**src/rtl/subreg_pkg.sv**
```systemverilog
package subreg_pkg;
   typedef enum logic [2:0] {
      VW_FULL = 3'd0,
      VW_W32  = 3'd1,
      VW_W16  = 3'd2,
      VW_LO8  = 3'd3,
      VW_HI8  = 3'd4
   } view_e;
endpackage

```
**src/rtl/subreg_merge.sv**
```systemverilog
module subreg_merge
   import subreg_pkg::*;
#(
   parameter int XLEN    = 64,
   parameter int IW      = 4,
   parameter int HI_REGS = 4
) (
   input  logic [XLEN-1:0] old_val,
   input  logic [IW-1:0]   idx,
   input  logic [2:0]      view,
   input  logic [XLEN-1:0] din,
   output logic [XLEN-1:0] new_val,
   output logic            legal
);
   localparam logic [IW:0] HI_LIM = IW'(HI_REGS);
   logic hi_ok;
   assign hi_ok = ({1'b0, idx} < HI_LIM);

   always_comb begin
      legal   = 1'b1;
      new_val = old_val;
      case (view_e'(view))
         VW_FULL: new_val = din;
         VW_W32:  new_val = {{(XLEN-32){1'b0}}, din[31:0]};
         VW_W16:  new_val = {old_val[XLEN-1:16], din[15:0]};
         VW_LO8:  new_val = {old_val[XLEN-1:8], din[7:0]};
         VW_HI8: begin
            if (hi_ok) new_val = {old_val[XLEN-1:16], din[7:0], old_val[7:0]};
            else       legal   = 1'b0;
         end
         default: legal = 1'b0;
      endcase
   end
endmodule

```
**src/rtl/subreg_view_rd.sv**
```systemverilog
module subreg_view_rd
   import subreg_pkg::*;
#(
   parameter int XLEN    = 64,
   parameter int IW      = 4,
   parameter int HI_REGS = 4
) (
   input  logic [IW-1:0]   idx,
   input  logic [2:0]      view,
   input  logic            sext,
   input  logic [XLEN-1:0] raw,
   output logic [XLEN-1:0] dout
);
   localparam logic [IW:0] HI_LIM = IW'(HI_REGS);
   logic hi_ok;
   assign hi_ok = ({1'b0, idx} < HI_LIM);

   always_comb begin
      case (view_e'(view))
         VW_FULL: dout = raw;
         VW_W32:  dout = {{(XLEN-32){sext & raw[31]}}, raw[31:0]};
         VW_W16:  dout = {{(XLEN-16){sext & raw[15]}}, raw[15:0]};
         VW_LO8:  dout = {{(XLEN-8){sext & raw[7]}}, raw[7:0]};
         VW_HI8:  dout = hi_ok ? {{(XLEN-8){sext & raw[15]}}, raw[15:8]} : '0;
         default: dout = '0;
      endcase
   end

   always_comb begin

      if (!sext && view == 3'd3)
         zext_rd_chk: assert (dout[XLEN-1:8] == '0);

      if (view > 3'd4)
         badcode_rd_chk: assert (dout == '0);
   end
endmodule

```
**src/rtl/subreg_file.sv**
```systemverilog
module subreg_file
   import subreg_pkg::*;
#(
   parameter int XLEN     = 64,
   parameter int NUM_REGS = 16,
   parameter int HI_REGS  = 4,
   parameter int NUM_RD   = 2,
   localparam int IW      = $clog2(NUM_REGS)
) (
   input  logic                   clk,
   input  logic                   rst_n,
   input  logic                   wr_en,
   input  logic [IW-1:0]          wr_idx,
   input  logic [2:0]             wr_view,
   input  logic [XLEN-1:0]        wr_data,
   output logic                   wr_err,
   input  logic [NUM_RD*IW-1:0]   rd_idx,
   input  logic [NUM_RD*3-1:0]    rd_view,
   input  logic [NUM_RD-1:0]      rd_sext,
   output logic [NUM_RD*XLEN-1:0] rd_data
);
   if (XLEN <= 32 || XLEN % 8 != 0) begin : g_bad_xlen
      $error("XLEN must exceed 32 and be a multiple of 8");
   end
   if (HI_REGS > NUM_REGS || NUM_RD < 1 || (1 << IW) != NUM_REGS) begin : g_bad_cfg
      $error("bad register count, second-byte range or read port count");
   end

   logic [XLEN-1:0] regs [NUM_REGS];
   logic [XLEN-1:0] wr_merged;
   logic            wr_legal;

   subreg_merge #(.XLEN(XLEN), .IW(IW), .HI_REGS(HI_REGS)) merge_i (
      .old_val (regs[wr_idx]),
      .idx     (wr_idx),
      .view    (wr_view),
      .din     (wr_data),
      .new_val (wr_merged),
      .legal   (wr_legal)
   );

   assign wr_err = wr_en && (wr_view == 3'd4) && !wr_legal;

   always_ff @(posedge clk or negedge rst_n) begin
      if (!rst_n) begin
         for (int i = 0; i < NUM_REGS; i++) regs[i] <= '0;
      end else if (wr_en && wr_legal) begin
         regs[wr_idx] <= wr_merged;
      end
   end

   for (genvar p = 0; p < NUM_RD; p++) begin : g_rd
      logic [IW-1:0]   ridx;
      logic [XLEN-1:0] raw;
      assign ridx = rd_idx[p*IW +: IW];
      assign raw  = (wr_en && wr_legal && wr_idx == ridx) ? wr_merged : regs[ridx];
      subreg_view_rd #(.XLEN(XLEN), .IW(IW), .HI_REGS(HI_REGS)) view_i (
         .idx  (ridx),
         .view (rd_view[p*3 +: 3]),
         .sext (rd_sext[p]),
         .raw  (raw),
         .dout (rd_data[p*XLEN +: XLEN])
      );
   end


   zext32_chk: assert property (@(posedge clk) disable iff (!rst_n)
      (wr_en && wr_view == 3'd1) |=> (regs[$past(wr_idx)][XLEN-1:32] == '0));

   merge16_chk: assert property (@(posedge clk) disable iff (!rst_n)
      (wr_en && wr_view == 3'd2) |=>
      (regs[$past(wr_idx)][XLEN-1:16] == $past(regs[wr_idx][XLEN-1:16])));

   merge_lo8_chk: assert property (@(posedge clk) disable iff (!rst_n)
      (wr_en && wr_view == 3'd3) |=>
      (regs[$past(wr_idx)][XLEN-1:8] == $past(regs[wr_idx][XLEN-1:8])));

   merge_hi8_chk: assert property (@(posedge clk) disable iff (!rst_n)
      (wr_en && wr_view == 3'd4 && !wr_err) |=>
      (regs[$past(wr_idx)][XLEN-1:16] == $past(regs[wr_idx][XLEN-1:16]) &&
       regs[$past(wr_idx)][7:0] == $past(regs[wr_idx][7:0])));

   hi8_err_keep_chk: assert property (@(posedge clk) disable iff (!rst_n)
      wr_err |=> (regs[$past(wr_idx)] == $past(regs[wr_idx])));

   badcode_wr_chk: assert property (@(posedge clk) disable iff (!rst_n)
      (wr_en && wr_view > 3'd4) |=> (regs[$past(wr_idx)] == $past(regs[wr_idx])));
endmodule

```
**config.mk**
```make
export PLATFORM = sky130hd
export DESIGN_NAME = subreg_file
export DESIGN_NICKNAME = d
export VERILOG_FILES = /design/src/rtl/subreg_pkg.sv /design/src/rtl/subreg_merge.sv /design/src/rtl/subreg_view_rd.sv /design/src/rtl/subreg_file.sv
export SDC_FILE = /design/constraint.sdc
export NUM_CORES = 2
export LEC_CHECK = 0
export BUFFER_PORTS_ARGS = -buffer_cell sky130_fd_sc_hd__buf_4
export CAP_MARGIN = 20
export CORE_ASPECT_RATIO = 0.9
export CORE_UTILIZATION = 64
export CTS_CLUSTER_DIAMETER = 40
export CTS_CLUSTER_SIZE = 12
export DETAILED_ROUTE_END_ITERATION = 16
export GPL_TIMING_DRIVEN = 1
export MAX_ROUTING_LAYER = met4
export PLACE_DENSITY = 0.87
export SYNTH_ARGS = -nofsm -noshare
export SYNTH_HDL_FRONTEND = slang
export SYNTH_HIERARCHICAL = 1
export SYNTH_SLANG_ARGS = --single-unit
```
**constraint.sdc**
```tcl
create_clock -name clk -period 7.5 [get_ports clk]
set_input_delay 1.5 -clock clk [delete_from_list [all_inputs] [get_ports clk]]
set_output_delay 1.5 -clock clk [all_outputs]
set_load 0.03 [all_outputs]
```
==> results.env <==
SYNTH_TOP_AREA_SHARE_PCT=39.6
CRITPATHLAUNCHTYPE='input port'
SLOWEST_DELAY_PS=800
POST-PLACE-WS_PS=598
CRITICAL_PATH_BUF_INV_COUNT=2
CLOCKROOTBUFFER='sky130_fd_sc_hd__clkbuf_16'
SYNTH_AREA_LEADERS='sky130_fd_sc_hd__dfrtp_1, sky130_fd_sc_hd__mux4_2, sky130_fd_sc_hd__mux2_2, sky130_fd_sc_hd__a22oi_1, sky130_fd_sc_hd__mux2_4'
SYNTH-SEQ-CELLS=1024
COMB_POWER_SHARE_PCT=19.5
DRIVE_ABOVE_1_SHARE_PCT=57.5
DETAILEDROUTE.FIRSTITERATIONVIOLATIONS=7769
SYNTHFLOPTYPE='sky130_fd_sc_hd__dfrtp_1'
REGTOREGENDPOINT='regs[909]'
AVGVIACOUNTPERCELL=8.09
HOLD_PATH.CLASS='reg -> reg'
BUFFER_PORTS.INSERTED=218
SYNTH.AVG_CELL_AREA_SQ_UM=15.0
CRITICAL_PATH_REQUIRED_PS=6000
TOTAL_WIRELENGTH_OF_THE_DETAILED_ROUTED_DESIGN_UM=210000
CP_CELL_SEQUENCE='buf_6 > nor4_4 > nand2b_1 > nand2_1 > a221o_1 > or4_4 > mux2_4 > and4b_1 > a22oi_2 > nand3_1 > buf_4'
STATUS='completed'
CAP_VIOLATIONS=0
DRC=0
AREA_GROWTH_SYN_TO_FIN_PCT=12.2
LEAK_PWR_nW=32.6
NETLIST_INSTANCES=4319
NUMCTSBUFFERS=149
TOTAL_INTERNAL_POWER_mW=12.4
CLOCK_TRANSITION_AT_THE_REGISTER_CLOCK_PINS_ON_THE_WORST_SETUP_AND_HOLD_PATHS_AFTER_CTS_PS=50
ENDPOINT_KIND='output port'
POSTCTSRESIZEDCELLS=0
SYNTH.MOST_COMMON_CELL='sky130_fd_sc_hd__dfrtp_1'
SETUP_VIOL=0
FINALCLOCKSKEW_PS=27.4
R2R_SLACK_PS=4900
DIEHEIGHT_UM=304
CRITPATHSLOWESTCELL='sky130_fd_sc_hd__a22oi_2'
VIAS_IN_THE_FIRST_GLOBAL_ROUTE=48800
NETLIST-CELL-TYPE-COUNT=42
SLEW_VIOLATIONS=0
CLKSINKCOUNT=1024
MAX_FREQ_MHz=140
ROUTE.ANTENNA.REMAINING_NETS=0
TIMING_HOLD_VIOLATIONS_FINAL=0
YOSYSWARNINGS=6
TRITONCTS='yes'
DETAILROUTE.VIA_COUNT=47000
POST_SYNTH_NET_TOTAL=4409
GRT_OVERFLOW=0
DIE_AREA_SQ_UM=102000
WORST-SETUP-PATH-TYPE='in -> out'
DPL_CELL_AREA_SQ_UM=67300
SETUP_WS_PS=354
HOLD_SLACK_PS=529
PERIOD_SHARE_PCT=95.3
NUMBER_OF_CELLS_ON_THE_WORST_HOLD_PATH=1
LARGEST_REGISTERS_IN_THE_FINAL_LAYOUT='regs x1024'
SEQ_AREA_FRAC_SYNTH_PCT=39.6
WORST_R2R_STARTPOINT='regs[269]'
POWER.SHARE.SEQUENTIAL_PCT=39.1
CLOCK_TREE.BUFFER_DEPTH=3
GP_CONGESTION=0.871
DRT_FIRST_PASS_ITERS=8
CTS_SETUP_BUFFERS=0
POWER_DENSITY_nW_PER_UM2=240
TOTALNEGATIVESETUPSLACK_PS=0
ROWS=110
HOLD_START='regs[907]'
SYNTH_ENABLE_FLOP_CELLS=0
LEVEL_COUNT_OF_THE_CLOCK_H_TREE=4
LATEST_CLOCK_ARRIVAL_WITHIN_THE_WORST_SKEW_PAIR_PS=780
TIMING_WORST_SLEW_PIN_VALUE_PS=1190
PIN_COUNT=219
WIRE_PER_INST_UM=36.0
POWER_SWITCHING_mW=5.01
SYNTH_COMMONEST_CELLS='sky130_fd_sc_hd__dfrtp_1, sky130_fd_sc_hd__mux2_2, sky130_fd_sc_hd__mux4_2'
LAYOUT.CELL_AREA.NON_FILLER_SQ_UM=72600
GRT_SETUP_UNREPAIRED='no'
CRITICAL_PATH.TOP_DELAY_FAMILY='simple AND/OR/NAND/NOR gates'
HOLD_CRITICAL_PATH_ENDPOINT='regs[907]'
ASYNC_FLOP_SHARE_PCT=100
INITIAL_UTILIZATION_PCT=64.7
GRT_ANTENNA_BEFORE_REPAIR=9
DIE_X_UM=337
POSTCTSHOLDBUFS=0
TRACK_USAGE_PCT=42.8
SWITCHING_SHARE_PCT=28.7
CP_DATA_ARRIVAL_TIME_PS=5650
FIN_NETS=4439
FF2FF_PATH_DEPTH=4
WORSTSETUPSTARTPOINT='wr_idx[2]'
DP_HPWL_UM=112000
TOP_REGISTER='regs'
FINAL_UTIL_PCT=72.5
FIRST_PASS_GRT_WIRE_LENGTH_UM=312000
PART_OF_THE_TOTAL_POWER_DISSIPATED_IN_THE_CLOCK_NETWORK_PCT=41.4
WORST-PATH-MAX-FANOUT=18
FLOORPLAN.CORE_AREA_SQ_UM=100000
SYNTH.CELL_AREA_SQ_UM=64700
YOSYSTOPAREACELL='sky130_fd_sc_hd__dfrtp_1'
LARGEST_NET_DEGREE_AT_THE_START_OF_GLOBAL_ROUTING=188
LARGEST_REG_FLOPS=1024
VDD_DROP_MAX_V=0.000254
MAXSLEWHEADROOM_PCT=20.0
FINAL_PERIOD_MINUS_WORST_SETUP_SLACK_PS=7150
[worst reg2reg max path, stage by stage (launching register included)]
cell                      delay [ps]
sky130_fd_sc_hd__dfrtp_1         410
sky130_fd_sc_hd__mux4_2          540
sky130_fd_sc_hd__mux4_2          530
sky130_fd_sc_hd__a221o_1         590
sky130_fd_sc_hd__mux2_1          400
[metal layers]
layer	global-route usage (%)	wire (um)	up-vias	share of wire, %
met5	-	0	-	0
met4	29.2	16600	0	7.9
met3	14.1	30200	1250	14
met2	60.8	94800	4380	45
met1	52.3	68100	24000	32
li1	-	-	17400	-
[logic make-up (layout without fill, tap and decap cells)]
kind of cell	Yosys count	count (layout)	share of synthesized area (%)
AOI/OAI and AO/OA	319	319	3.64
buffers and inverters	472	612	3.30
DFF	1024	1024	39.6
other	0	10	0
and+or+nand+nor	489	489	3.47
muxes	2009	2009	49.9
xor gates and xnor gates	6	6	0.0812
[metrics by stage]
step | power (mW) | instances
after CTS | 17.3 | 5783
after global placement | 9.91 | 5521
final | 17.4 | 5813
after floorplan | 9.07 | 4319
after detailed placement | 10.1 | 5522
after global routing | 17.9 | 5813
[cell type report]
type                    count  area, sq um
fillers                  5691        27500
clock inverters            75          891
well taps                1344         1680
repair buffers            346         3010
multi-input cells        2823        37100
diodes                     10         25.0
inverters                   5         23.8
clock buffers             186         4180
flip-flops and latches   1024        25600
[how the worst max path moves through the flow]
stage	endpoint	slack, ps	depth (start not counted)
after global routing	rd_data[96]	330	9
after global placement	rd_data[96]	610	9
after CTS	rd_data[96]	590	9
final	rd_data[61]	350	11
after floorplan	rd_data[32]	890	11
after detailed placement	rd_data[96]	600	9
[cells in the final DEF (no fill, tap or decap), types with 3 or more instances in the layout]
| cell | count |
|---|---|
| sky130_fd_sc_hd__mux4_2 | 833 |
| sky130_fd_sc_hd__bufinv_16 | 14 |
| sky130_fd_sc_hd__xor2_1 | 3 |
| sky130_fd_sc_hd__clkinvlp_4 | 11 |
| sky130_fd_sc_hd__buf_12 | 25 |
| sky130_fd_sc_hd__buf_4 | 310 |
| sky130_fd_sc_hd__clkinv_4 | 15 |
| sky130_fd_sc_hd__nand4_1 | 3 |
| sky130_fd_sc_hd__o21ai_1 | 32 |
| sky130_fd_sc_hd__a22o_1 | 16 |
| sky130_fd_sc_hd__nor2_4 | 12 |
| sky130_fd_sc_hd__nand3_1 | 112 |
| sky130_fd_sc_hd__inv_8 | 4 |
| sky130_fd_sc_hd__nor2_1 | 5 |
| sky130_fd_sc_hd__clkbuf_1 | 15 |
| sky130_fd_sc_hd__mux2_1 | 81 |
| sky130_fd_sc_hd__mux2_2 | 1019 |
| sky130_fd_sc_hd__diode_2 | 10 |
| sky130_fd_sc_hd__inv_1 | 3 |
| sky130_fd_sc_hd__mux2_4 | 76 |
| sky130_fd_sc_hd__nand2_1 | 278 |
| sky130_fd_sc_hd__dfrtp_1 | 1024 |
| sky130_fd_sc_hd__nor2b_4 | 4 |
| sky130_fd_sc_hd__clkbuf_8 | 14 |
| sky130_fd_sc_hd__and4b_1 | 3 |
| sky130_fd_sc_hd__a22oi_1 | 254 |
| sky130_fd_sc_hd__clkinv_2 | 16 |
| sky130_fd_sc_hd__clkbuf_16 | 157 |
| sky130_fd_sc_hd__a221o_1 | 9 |
| sky130_fd_sc_hd__buf_8 | 8 |
| sky130_fd_sc_hd__and3_1 | 10 |
| sky130_fd_sc_hd__nand2b_1 | 38 |
| sky130_fd_sc_hd__inv_6 | 16 |
| sky130_fd_sc_hd__xnor2_1 | 3 |
[power by group through the flow]
stage	Combinational (mW)	Sequential, mW	Clock [mW]
after global routing	3.54	6.87	7.45
after CTS	3.32	6.76	7.19
after global placement	3.18	6.73	0
after floorplan	2.46	6.62	0
final	3.40	6.81	7.21
after detailed placement	3.27	6.82	0
(Power assumes the default switching activity.)
